--- src/rtl/fld_pkg.sv ---
`timescale 1ns/1ps
package fld_pkg;
  localparam int unsigned DEF_DATA_W     = 18;
  localparam int unsigned DEF_ACQ_FRAMES = 4;
  localparam int unsigned DEF_MISS_LIMIT = 2;

  typedef enum logic {
    ST_SEARCH = 1'b0,
    ST_LOCKED = 1'b1
  } fld_state_e;
endpackage

--- src/rtl/fld_slot_front.sv ---
`timescale 1ns/1ps
module fld_slot_front #(
  parameter int unsigned DATA_W  = 18,
  parameter int unsigned FRAME_W = DATA_W + 2,
  parameter int unsigned SLOT_W  = $clog2(FRAME_W)
) (
  input  logic              clk,
  input  logic              rst,
  input  logic              bit_stb,
  input  logic              ser_bit,
  output logic [SLOT_W-1:0] slot,
  output logic              edge_hit,
  output logic [DATA_W-1:0] frame_data
);
  // history of the last FRAME_W-1 bits; bit 0 is the newest
  logic [FRAME_W-2:0] hist_q;

  always_ff @(posedge clk) begin
    if (rst) begin
      hist_q <= '0;
      slot   <= '0;
    end else if (bit_stb) begin
      hist_q <= {hist_q[FRAME_W-3:0], ser_bit};
      slot   <= (slot == SLOT_W'(FRAME_W - 1)) ? '0 : slot + 1'b1;
    end
  end

  assign edge_hit   = ser_bit & ~hist_q[0];
  assign frame_data = hist_q[FRAME_W-2:1];
endmodule

--- src/rtl/fld_acquire.sv ---
`timescale 1ns/1ps
module fld_acquire #(
  parameter int unsigned FRAME_W    = 20,
  parameter int unsigned ACQ_FRAMES = 4,
  parameter int unsigned SLOT_W     = $clog2(FRAME_W),
  parameter int unsigned CNT_W      = $clog2(ACQ_FRAMES + 1)
) (
  input  logic              clk,
  input  logic              rst,
  input  logic              bit_stb,
  input  logic              searching,
  input  logic [SLOT_W-1:0] slot,
  input  logic              edge_hit,
  output logic              acq_fire,
  output logic [SLOT_W-1:0] acq_slot
);
  logic [FRAME_W-1:0] mask_q, mask_d;
  logic [CNT_W-1:0]   streak_q, streak_next;
  logic [SLOT_W-1:0]  cand_q, hit_idx;
  logic               single, window_end;

  always_comb begin
    mask_d       = mask_q;
    mask_d[slot] = mask_q[slot] | edge_hit;
    single       = ($countones(mask_d) == 1);
    hit_idx      = '0;
    for (int i = 0; i < FRAME_W; i++) begin
      if (mask_d[i]) hit_idx = SLOT_W'(i);
    end
    streak_next = (streak_q != '0 && hit_idx == cand_q) ? streak_q + 1'b1 : CNT_W'(1);
    window_end  = bit_stb && searching && (slot == SLOT_W'(FRAME_W - 1));
    acq_fire    = window_end && single && (streak_next == CNT_W'(ACQ_FRAMES));
    acq_slot    = hit_idx;
  end

  always_ff @(posedge clk) begin
    if (rst || !searching) begin
      mask_q   <= '0;
      streak_q <= '0;
      cand_q   <= '0;
    end else if (bit_stb) begin
      if (window_end) begin
        mask_q <= '0;
        if (single) begin
          streak_q <= acq_fire ? '0 : streak_next;
          cand_q   <= hit_idx;
        end else begin
          streak_q <= '0;
        end
      end else begin
        mask_q <= mask_d;
      end
    end
  end
endmodule

--- src/rtl/fld_track.sv ---
`timescale 1ns/1ps
module fld_track
  import fld_pkg::*;
#(
  parameter int unsigned DATA_W     = 18,
  parameter int unsigned MISS_LIMIT = 2,
  parameter int unsigned SLOT_W     = 5,
  parameter int unsigned MISS_W     = $clog2(MISS_LIMIT + 1)
) (
  input  logic              clk,
  input  logic              rst,
  input  logic              bit_stb,
  input  logic [SLOT_W-1:0] slot,
  input  logic              edge_hit,
  input  logic [DATA_W-1:0] frame_data,
  input  logic              acq_fire,
  input  logic [SLOT_W-1:0] acq_slot,
  output logic              searching,
  output logic              lock_n,
  output logic [DATA_W-1:0] rx_data,
  output logic              rx_valid
);
  fld_state_e        state_q;
  logic [SLOT_W-1:0] lock_slot_q;
  logic [MISS_W-1:0] miss_q;
  logic              at_slot, last_miss;

  assign at_slot   = (state_q == ST_LOCKED) && bit_stb && (slot == lock_slot_q);
  assign last_miss = !edge_hit && (miss_q == MISS_W'(MISS_LIMIT - 1));
  assign searching = (state_q == ST_SEARCH);

  always_ff @(posedge clk) begin
    if (rst) begin
      state_q     <= ST_SEARCH;
      lock_slot_q <= '0;
      miss_q      <= '0;
      lock_n      <= 1'b1;
      rx_valid    <= 1'b0;
      rx_data     <= '0;
    end else begin
      rx_valid <= 1'b0;
      case (state_q)
        ST_SEARCH: begin
          if (bit_stb && acq_fire) begin
            state_q     <= ST_LOCKED;
            lock_slot_q <= acq_slot;
            miss_q      <= '0;
            lock_n      <= 1'b0;
          end
        end
        default: begin
          if (at_slot) begin
            if (edge_hit) begin
              miss_q <= '0;
            end else if (last_miss) begin
              state_q <= ST_SEARCH;
              miss_q  <= '0;
              lock_n  <= 1'b1;
            end else begin
              miss_q <= miss_q + 1'b1;
            end
            if (edge_hit || !last_miss) begin
              rx_valid <= 1'b1;
              rx_data  <= frame_data;
            end
          end
        end
      endcase
    end
  end
endmodule

--- src/rtl/frame_lock_detect.sv ---
`timescale 1ns/1ps
module frame_lock_detect
  import fld_pkg::*;
#(
  parameter int unsigned DATA_W     = DEF_DATA_W,
  parameter int unsigned ACQ_FRAMES = DEF_ACQ_FRAMES,
  parameter int unsigned MISS_LIMIT = DEF_MISS_LIMIT
) (
  input  logic              clk,
  input  logic              rst,
  input  logic              bit_stb,
  input  logic              ser_bit,
  output logic [DATA_W-1:0] rx_data,
  output logic              rx_valid,
  output logic              lock_n
);
  localparam int unsigned FRAME_W = DATA_W + 2;
  localparam int unsigned SLOT_W  = $clog2(FRAME_W);

  logic [SLOT_W-1:0] slot, acq_slot;
  logic              edge_hit, acq_fire, searching;
  logic [DATA_W-1:0] frame_data;

  fld_slot_front #(.DATA_W(DATA_W), .FRAME_W(FRAME_W), .SLOT_W(SLOT_W)) u_front (
    .clk(clk), .rst(rst), .bit_stb(bit_stb), .ser_bit(ser_bit),
    .slot(slot), .edge_hit(edge_hit), .frame_data(frame_data)
  );

  fld_acquire #(.FRAME_W(FRAME_W), .ACQ_FRAMES(ACQ_FRAMES), .SLOT_W(SLOT_W)) u_acq (
    .clk(clk), .rst(rst), .bit_stb(bit_stb), .searching(searching),
    .slot(slot), .edge_hit(edge_hit), .acq_fire(acq_fire), .acq_slot(acq_slot)
  );

  fld_track #(.DATA_W(DATA_W), .MISS_LIMIT(MISS_LIMIT), .SLOT_W(SLOT_W)) u_track (
    .clk(clk), .rst(rst), .bit_stb(bit_stb), .slot(slot), .edge_hit(edge_hit),
    .frame_data(frame_data), .acq_fire(acq_fire), .acq_slot(acq_slot),
    .searching(searching), .lock_n(lock_n), .rx_data(rx_data), .rx_valid(rx_valid)
  );
endmodule

--- config.mk ---
export PLATFORM = sky130hd
export DESIGN_NAME = frame_lock_detect
export DESIGN_NICKNAME = d
export VERILOG_FILES = /design/src/rtl/fld_pkg.sv /design/src/rtl/fld_slot_front.sv /design/src/rtl/fld_acquire.sv /design/src/rtl/fld_track.sv /design/src/rtl/frame_lock_detect.sv
export SDC_FILE = /design/constraint.sdc
export NUM_CORES = 1
export LEC_CHECK = 0
export ABC_AREA = 1
export BUFFER_PORTS_ARGS = -buffer_cell sky130_fd_sc_hd__buf_4
export CELL_PAD_IN_SITES_DETAIL_PLACEMENT = 1
export CELL_PAD_IN_SITES_GLOBAL_PLACEMENT = 1
export CORE_MARGIN = 5
export CORE_UTILIZATION = 45
export DETAILED_ROUTE_END_ITERATION = 8
export GPL_TIMING_DRIVEN = 0
export PLACE_DENSITY = 0.9
export SYNTH_ARGS = -nofsm -noshare
export SYNTH_HDL_FRONTEND = slang
export SYNTH_SLANG_ARGS = --single-unit
export TNS_END_PERCENT = 1
--- constraint.sdc ---
create_clock -name clk -period 10 [get_ports clk]
set_clock_uncertainty 0.15 [all_clocks]
set_input_delay 0.5 -clock clk [delete_from_list [all_inputs] [get_ports clk]]
set_output_delay 0.5 -clock clk [all_outputs]
set_load 0.05 [all_outputs]
After elaboration in Yosys (flattened, before gate mapping)
Index checks and enable logic that the tools add are counted.

operators by class
  bitwise operators = 5
  $add $sub $neg = 22
  reduce and logical (&&, ||, !) cells = 23
  divide/modulo/power cells = 0
  shift-type cells = 0
  multipliers = 0
  equality and inequality tests = 9
  multiplexer cells = 45
  magnitude comparators = 2

operators by type and width
  operator             number
  $add 32x32->32       9
  $eq 32x2->1 const B  1
  $mux 4               8
  $mux 5               5
  $mux 3               7
  $add 1x1->2          10
  $bwmux 20            1
  $mux 20              1
  $mux 1               14
  $mux 2               7
  $eq 5x5->1           2
  $logic_and 1x1->1    10
  $lt 5x6->1 const B   1
  $ne 2x2->1 const B   3
  $reduce_and 2->1     3
  $reduce_and 3->1     2
  $add 5x1->5 const B  1
  $bmux 1 s5           1
  $demux 1 s5          1
  $eq 5x5->1 const B   1
  $ge 5x1->1 const B   1
  $reduce_and 4->1     1
  $add 3x1->3 const B  1
  $eq 3x3->1 const B   1
  other kinds (10)     14

storage, ports and cells
  word-level logic and storage cells = 117
  bits in read-only memories = 0
  memories = 0
  input bits = 4
  latch bits = 0
  output and inout bits = 20
  flip-flop bits (word level) = 80
  memory bits (writable) = 0

Logic depth before layout (Yosys ltp)
Gate-level depths: netlist of the first run.

  depth in word-level cells = 32
  depth in mapped cells = 38
  mapped depth without buffers = 35

Cells and area by module
Synthesis of the first run repeated with hierarchy kept, for this count alone.

unflattened totals
  cells, all modules = 699
  area total of the unflattened synthesis = 4,840.9 um^2

by module, submodules not included
  module          sequential area each (um^2)  area each (um^2)  cells an instance  times used
  fld_acquire     560.5                        2,576.2           407                1
  fld_track       560.5                        1,203.7           157                1
  fld_slot_front  480.5                        1,061.0           135                1

Worst setup path before layout of the first run
OpenSTA, ideal clock, no wires.

  kind = register to register
  from = register u_front.slot[0]
  to = register u_track.lock_n
  period minus slack after synthesis = 5.618 ns
  data arrival time = 5.354 ns
  required time = 9.735 ns
  stages on the path, launching flop included = 33
  setup slack = 4.382 ns
  path buffers = 3
  library setup time = 0.115 ns
  cells stage by stage = dfxtp_1 -> inv_2 -> buf_6 -> nand2_1 -> nand3_1 -> nand3_1 -> nand2_2 -> nor2_4 -> nand2_2 -> buf_6 -> o21ai_4 -> inv_1 -> ha_1 -> inv_1 -> fa_1 -> inv_1 -> fa_1 -> inv_1 -> fa_1 -> fa_1 -> fa_1 -> a211o_1 -> nand2_1 -> o2111ai_1 -> nor2_1 -> inv_1 -> nor2_1 -> nand4_1 -> buf_4 -> nand2_1 -> nand2_1 -> nand2_1 -> nand2_1

on the way
  longest elaborated chain between the ends = 32
  elaborated cells between the ends (all ways) = 62
  those cells by class = 19 x add/sub; 2 x order compare; 6 x eq/ne; 25 x mux; 1 x bitwise; 9 x reduce/logical

RTL lines
  what                                                                     line                  source
  start, declared                                                          fld_slot_front.sv:11  output logic [SLOT_W-1:0] slot,
  start signal, assigned                                                   fld_slot_front.sv:24  slot <= (slot == SLOT_W'(FRAME_W - 1)) ? '0 : slot + 1'b1;
  parallel branches: the longest is 31 deep, another holds $add 32x32->32  n/a
  $reduce_and 4->1 (no line) (*)                                           n/a
  end signal, assigned                                                     fld_track.sv:37       lock_n <= 1'b1;
  end signal, assigned                                                     fld_track.sv:48       lock_n <= 1'b0;
  end signal, assigned                                                     fld_track.sv:58       lock_n <= 1'b1;
  end, declared                                                            fld_track.sv:19       output logic lock_n,

Every way passes the cells marked *. The select of a mux whose other input is x is not followed.
A chain may end at the register's enable or synchronous reset.

Worst setup path in the final report of the first run
  from = register u_front.slot[1]
  to = register u_track.lock_slot_q[3]

on the way
  longest elaborated chain between the ends = 31
  elaborated cells between the ends (all ways) = 58
  those cells by class = 19 x add/sub; 2 x order compare; 4 x eq/ne; 25 x mux; 1 x bitwise; 7 x reduce/logical

RTL lines
  what                                                                     line             source
  parallel branches: the longest is 31 deep, another holds $add 32x32->32  n/a
  end signal, assigned                                                     fld_track.sv:46  lock_slot_q <= acq_slot;
  end, declared                                                            fld_track.sv:24  logic [SLOT_W-1:0] lock_slot_q;

Parallel ways; which one is timed is not known. The select of a mux whose other input is x is not followed.

==> results of run 1 <==
where the power goes:
group          switching [mW]  internal [mW]
logic                  0.0611         0.0275
registers             0.00647          0.325
clock network           0.140          0.146
total                   0.207          0.498
per-layer routing:
metal | share of wire [%] | track usage [%] | wire, µm
met3 | 3.8 | 4.51 | 514
met5 | 0 | 0 | 0
met4 | 1.7 | 6.41 | 229
met1 | 43 | 26.9 | 5700
met2 | 52 | 40.8 | 6920
synth_stat cells (2+ instances only):
cell type	count	area, µm²
nor2_2	2	12.5
nor3_1	5	25.0
ha_1	24	300
nand4_1	2	12.5
nand2_2	7	43.8
a21oi_2	2	17.5
o211ai_1	2	15.0
buf_6	2	22.5
inv_1	89	334
nand2_1	152	571
o21ai_1	3	15.0
nand3_1	23	115
buf_2	2	10.0
xor2_1	2	17.5
buf_4	2	15.0
fa_1	14	280
dfxtp_1	80	1600
xnor2_1	2	17.5
a21oi_1	37	185
clkbuf_1	17	63.8
or2_2	4	25.0
o2111ai_1	2	17.5
inv_2	16	60.1
o22ai_1	3	18.8
nor4_1	2	12.5
clkinv_1	2	7.51
o21ai_2	8	70.1
nor2_1	114	428
o21ai_0	51	255
kinds of logic after synthesis:
logic type      after synthesis
compound gates              114
xor+xnor                      4
fa+ha+maj                    38
buf+inv                     131
flops                        80
simple gates                314
state kept, by name, indices dropped and copies added (netlist names), 2 cells and up:
name                 count
u_acq.mask_q            20
u_front.hist_q          19
u_track.rx_data         18
u_acq.cand_q             5
u_front.slot             5
u_track.lock_slot_q      5
u_acq.streak_q           3
u_track.miss_q           2
worst reg2reg max path, delay by kind of cell (launching register included):
family                   cells  cell delay, ns
AO/OA/AOI/OAI                4            0.67
adder cells (fa/ha/maj)      6            2.76
buffers and inverters        8            0.96
flip-flops                   1            0.61
AND/OR/NAND/NOR             12            1.17
worst max-delay path by stage:
stage                                         to  cells after the start  slack, ns
after floorplan                   u_track.lock_n                     32       4.38
after global placement            u_track.lock_n                     31       3.67
after detailed placement  u_track.lock_slot_q[3]                     31       3.60
after CTS                 u_track.lock_slot_q[3]                     31       3.57
after global routing              u_track.lock_n                     33       3.19
final                     u_track.lock_slot_q[3]                     30       3.60
stage by stage:
stage,hold WS (ns),power (mW)
floorplan,0.272,0.398
global route,0.189,0.739
global placement,0.284,0.421
detailed placement,0.288,0.427
finish,0.210,0.706
CTS,0.200,0.710
cell type report:
cell class | instances | area [µm²] | area share [%]
clock inverters | 7 | 108 | 2.06
plain buffers | 24 | 115 | 2.20
multi-input cells | 470 | 2540 | 48.6
flip-flops and latches | 80 | 1600 | 30.7
clock buffers | 9 | 124 | 2.37
inverters | 107 | 402 | 7.69
repair buffers | 22 | 165 | 3.16
well taps | 136 | 170 | 3.26
==> run summary, run 1 <==
The flow ran to the end, and the final reports show no timing, DRC or antenna violations. The arrival time of data at the critical path endpoint came out at roughly 6.5 ns. For hold timing, the worst endpoint is u_track.state_q.

The count of TritonRoute iterations in the first routing pass came out at 4. Across the run, the number of max-cap violations was 0. The initial antenna violation count came out at 0. Fill cells in the final layout number about 1.4k. The tree is rooted in a clkbuf_8. The total negative slack for setup checks is 0 ns. The number of buffers inserted by port buffering came out at 22. The area fraction in and, or, nand and nor cells after synthesis is between 20% and 30%. The cell area after synthesis came out at between 4000 and 5000 µm². The hold path startpoint is rst. The peak clock frequency supported by timing is between 0.15 and 0.2 GHz. The worst path uses between 60 and 70% of the clock period. The placement-stage cell area is roughly 5000 µm². The total setup violations reported at the end of the flow is 0.

The area growth from synthesis to layout came out at 12.2%. The maximum number of pins on one net before global-route repair is 17. The total of cells resized after clock tree synthesis came out at 0. The number of antenna diodes in the final layout is 0. Summing the areas of all compound-gate instances in the mapped netlist gives 14.0% of the synthesized area. The depth of the most critical reg-to-reg path is 30. STA classifies the critical path startpoint as a flop. The first-pass GRT wire length came out at 23100 µm. The slowest stage of the critical path is the dfxtp_1 cell. Sequential elements use 34.4% of the synthesized area. The die is ~110 µm wide.

The via total after detailed routing is approximately 4.5k. The stage delay of the slowest cell on the critical path came out at 0.61 ns. The type of the worst setup path is reg2reg. The number of cell rows is 37. The final-report max-slew violation count is 0. The routed length per instance came out at around 16 µm. Leaving out fill and tap cells, the most frequent cell in the layout is nand2_1. The number of hold violations in the final report is 0. Yosys printed 0 warnings. The dominant combinational cell family by area after synthesis is simple AND/OR/NAND/NOR gates. The final weighted congestion in routability-driven placement is between 0.8 and 0.9.

After detailed routing, the number of remaining DRC violations is 0. The insertion delay of the later-clocked pin in the worst-skew pair came out at roughly 0.36 ns. Tracing the worst setup path back leads to its startpoint at u_front.slot[1]. The total global routing track utilization is ~23%. The multiplexer share of the synthesized area came out at 0%.

Along the worst hold path, the cell count comes to 2. The floorplan step defined a die boundary enclosing 12500 µm². The synthesized design contains 0 enable-type register cells. The number of nets with antenna violations after detailed routing came out at 0. For the worst setup path, the data required time is just over 10 ns. Setup repair after global routing left no endpoint under its margin. The post-synthesis share of cell area spent on xor and xnor gates is less than 1%. In this design, the largest share of critical-path delay is due to adder cells. 24 I/O pins were placed. The detailed router finished its first iteration with about 210 violations.

The maximum vdd drop is 0.0871 mV. The setup fix buffers added after clock tree synthesis is 0. The tightest min-delay check is of the in2reg type.

The transition time at the pin with the least slew margin came out at 0.686 ns. No sink is reached through more buffers than the 2 on the longest clock path. TritonCTS built the clock tree. The mean instance size in the synthesized netlist is 6.84 µm².

The setup check on the worst reg-to-reg path leaves a slack of approximately 3.6 ns. The worst path meets setup with 3.60 ns of slack. The clock drives 80 sinks.

The shortest clock period the worst path allows after layout came out at around 6.4 ns. The worst pin sits at a relative slew slack of about 54%. The total routed wirelength is 13400 µm.

Timing analysis after detailed placement gives a worst setup slack of between 3 and 4 ns. The hold-fix buffer count after cts came out at 0. The largest fanout of any net on the critical path came out at 10. The H-tree level count came out at 3. The starting density of the core is between 40% and 50%. The fraction of layout instances using a drive strength above 1 is between 10% and 20%. The number of CTS-inserted buffers came out at 9. The area of the core region came out at about 10000 µm². The type of destination of the critical path is a flop. The clock transition at the registers of the reported paths came out at about 0.09 ns.

The final cell area excluding filler cells came out at ~5200 µm². The number of buffer and inverter stages on the critical path is 8. Using the TritonRoute via totals, the vias-per-cell ratio works out to between 5 and 6. In this run, placement finished with an instance count of between 800 and 900.

Cells fill between 50% and 60% of the core in the end. The fraction of the mapped netlist area in adder cells came out at 12.5%. The number of standard cells in the final layout excluding fillers came out at roughly 860. The count of cell types in the netlist is 39. The sum of net half-perimeters after detailed placement came out at ~10000 µm. In this run the static leakage power is roughly 2.5 nW.

The top cell types in the final layout, fill and taps aside, are nand2_1, nor2_1, inv_1. Among all flip-flop cells after synthesis, the most frequent one is dfxtp_1. For this design the ratio of total power to cell area is 135 nW/µm².

The die outline height came out at ~110 µm. The startpoint of the lowest-slack register-to-register path is u_front.slot[1]. The synthesized design contains 80 register bits. The final layout net count came out at around 760. The total overflow left after global routing is 0. Counting flops with an async set or reset pin after synthesis yields a share of 0%.

In this run the critical register-to-register path is captured at u_track.lock_slot_q[3]. The instance count of the mapped netlist is 681. The number of global-route vias before repair came to around 5k. The number of nets in the synthesized netlist is roughly 720.
No activity file was read; power rests on OpenSTA's default activity.
==> inputs of run 2 (changes only) <==
Settings changed: CORE_UTILIZATION 45 to 40, PLACE_DENSITY 0.9 to 0.85.
Clock period 10 ns to 5.3 ns, I/O delays scaled along.
==> run summary, run 2 (synthesized netlist as in run 1, its figures left out) <==
The flow ran to the end, but the final reports show violations. The checks that failed: setup timing. The die outline height came out at 118 µm (+5.5%). The register-to-register path setup slack is -0.71 ns (-4.32 ns). The H-tree level count was 3 (unchanged).

The via total after detailed routing is 4596 (+2.8%). The tree is rooted in a clkbuf_16. The combined area of the multi-input logic cells came out at 2660 µm² (+4.8%). The worst hold path terminates at u_front.hist_q[0]. The origin of the worst setup path is u_front.slot[0]. In this run the critical register-to-register path is captured at u_track.miss_q[1]. The initial antenna violation count came out at 0 (unchanged). The startpoint identified for the worst hold timing path is ser_bit. The transition time at the pin with the least slew margin is 0.698 ns (+0.0120 ns). The number of diodes is 0 (unchanged).

The arrival time of data at the critical path endpoint is 6.10 ns (-0.44 ns). The remaining routing DRC violations was 0 (unchanged). The final-report max-slew violation count came to 0 (unchanged). The sum of net half-perimeters after detailed placement is 10200 µm (+0.70%). The fraction of layout instances using a drive strength above 1 is 18.8% (+7.0 points). The critical path is of the reg2reg type. The area of the core region was 11400 µm² (+12%).

Leaving out fill and tap cells, the most frequent cell in the layout is nand2_1. The final weighted congestion in routability-driven placement is 0.876 (+4.0%). The type of destination of the critical path is a flop. The number of buffers on the longest clock path came out at 2 (unchanged).

The setup slack at placement was -0.905 ns (-4.51 ns). The largest fanout of any net on the critical path is 8 (-2). The register area came out at 1610 µm² (+0.47%). The flip-flop count of the largest register, all copies and words added came to 20 (unchanged). The number of filler cells placed in the layout came to 1480 (+8.3%). The post-route worst setup slack came out at -0.713 ns (-4.32 ns). The clock net sink count is 80 (unchanged).

The data required time at the worst endpoint is 5.39 ns (-4.76 ns). The max-capacitance violation count is 0 (unchanged). The maximum number of pins on one net before global-route repair is 16 (-1). The worst setup path is launched from a flop. The total power after layout is 1.52 mW (+110%). The via count normalized by instance count is 5.24 (+0.22%). The shortest clock period the worst path allows after layout came out at 6.01 ns (-0.383 ns).

The peak clock frequency supported by timing is 0.166 GHz (+6.4%). The final layout net count came out at 771 (+2.0%). The total setup violations reported at the end of the flow came out at 17 (+17).

The tightest hold margin came out at 0.0899 ns (-0.120 ns). The number of cell rows came out at 39 (+5.4%). The number of nets with antenna violations after detailed routing is 0 (unchanged). The relative slew slack is 53.3% (-0.80 points). The total negative slack for setup checks came out at -8.91 ns (-8.91 ns). The number of CTS-inserted buffers came out at 9 (unchanged). The number of buffers inserted by port buffering is 22 (unchanged). From synthesis to final layout, the design area changed by 21.3%.

TritonCTS built the clock tree. The cell with the biggest individual delay on the critical path is fa_2. The die outline area came out at 13900 µm² (+11%).

The starting density of the core came out at 40.8% (-4.9 points). The worst hold path belongs to the class in2reg. The startpoint identified for the worst register-to-register timing path is u_front.slot[0]. The ratio of total power to cell area was 269 nW/µm² (+99%). The maximum vdd drop is 0.175 mV (+100%). The global-route congestion overflow total is 0 (unchanged). The ratio of final minimum period to clock period is 113% (+49 points).

The total routed wirelength came out at 14700 µm (+9.8%). The leakage power summed over all cells is 2.67 nW (+6.0%). The number of hold violations in the final report is 0 (unchanged). The stage delay of the slowest cell on the critical path came to 0.56 ns (-0.05 ns). The count of TritonRoute iterations in the first routing pass came out at 4 (unchanged). The insertion delay of the later-clocked pin in the worst-skew pair is 0.34 ns (-0.02 ns). In the layout the commonest cells are nand2_1, nor2_1, inv_1, dfxtp_1, o21ai_0. The register ranked first by flip-flop count is u_acq.mask_q.

The horizontal extent of the die came to 118 µm (+5.5%). The I/O pin count was 24 (unchanged). The number of global-route vias before repair is 4940 (+0.51%).

The number of cells traversed by the worst hold path came out at 3 (+1). The depth of the most critical reg-to-reg path came to 30 (unchanged). The first-pass GRT wire length came out at 24200 µm (+4.5%). The DRC marker count from the first detailed-route iteration is 268 (+29%). Setup repair after global routing could not meet its margin everywhere. The routed length per instance came out at 16.7 µm (+7.0%). The largest registers in the layout are u_acq.mask_q x20, u_front.hist_q x19, u_track.rx_data x18. The clock transition at the registers of the reported paths came to 0.06 ns (-0.03 ns).

Among the stages of the critical path, the cell type that occurs most often is nand2_1. The total global routing track utilization was 21.2% (-1.3 points).
run 2: cell count changes in the layout (fill, tap and decap cells not counted), moves of 6 or more:
| cell | previous run | this run |
|---|---|---|
| clkbuf_16 | 0 | 11 |
| clkbuf_8 | 9 | 1 |
| inv_2 | 16 | 25 |
| buf_4 | 24 | 35 |
| nand2_2 | 7 | 13 |
| nand2_1 | 152 | 144 |
| inv_1 | 89 | 78 |
run 2: per-layer routing:
metal  GRT usage (%)  part of all wire, %  vias to the layer above
li1                -                    -                     2216
met1            24.8                   42                     2253
met2            38.2                   51                       99
met3            4.76                  4.1                       28
met5               0                    0                        -
met4            6.95                  2.4                        0
run 2: final cells by class:
| type | count | share of cell area (%) |
|---|---|---|
| Tap cell | 143 | 3.17 |
| Timing Repair Buffer | 37 | 5.63 |
| Clock buffer | 11 | 4.68 |
| Buffer | 24 | 2.48 |
| Multi-Input combinational cell | 470 | 47.1 |
| Clock inverter | 5 | 1.20 |
| Inverter | 107 | 7.25 |
| Sequential cell | 80 | 28.5 |
run 2: worst max-delay path: cells and delay by family, from the launching register on:
family,cells,cell delay [ns]
AO/OA/AOI/OAI,3,0.58
adder cells (fa/ha/maj),6,2.75
buffers and inverters,8,0.74
flip-flops,1,0.40
AND/OR/NAND/NOR,13,1.28
run 2: worst max path at each step:
stage	depth (start not counted)	slack (ns)	to
finish	30	-0.71	u_track.miss_q[1]
global route	31	-1.0	u_track.miss_q[1]
CTS	35	-0.67	u_track.miss_q[1]
detailed placement	30	-0.90	u_track.lock_n
global placement	26	-0.74	u_track.lock_slot_q[3]
floorplan	35	-0.09	u_track.lock_n
run 2: power breakdown:
part,switching [mW],internal (mW)
Sequential,0.0138,0.614
Combinational,0.129,0.0730
Clock,0.273,0.415
Total,0.415,1.10
run 2: stage by stage:
| stage | util (%) | cells | instance area, µm² |
|---|---|---|---|
| floorplan | - | 681 | 4710 |
| global placement | 44.3 | 846 | 5050 |
| detailed placement | 44.3 | 846 | 5050 |
| CTS | 49.0 | 875 | 5600 |
| global route | 49.5 | 877 | 5650 |
| finish | 49.5 | 877 | 5650 |
run 2: timing repair:
| item | 4_1_cts | 5_1_grt |
|---|---|---|
| hold endpoints to repair | 4 | 0 |
| pin swaps | 11 | 7 |
| buffers inserted | 11 | 1 |
| gates resized for setup | 30 | 5 |
| hold buffers | 1 | 0 |
| setup endpoints to repair | 17 | 17 |
| gates cloned | 1 | 1 |
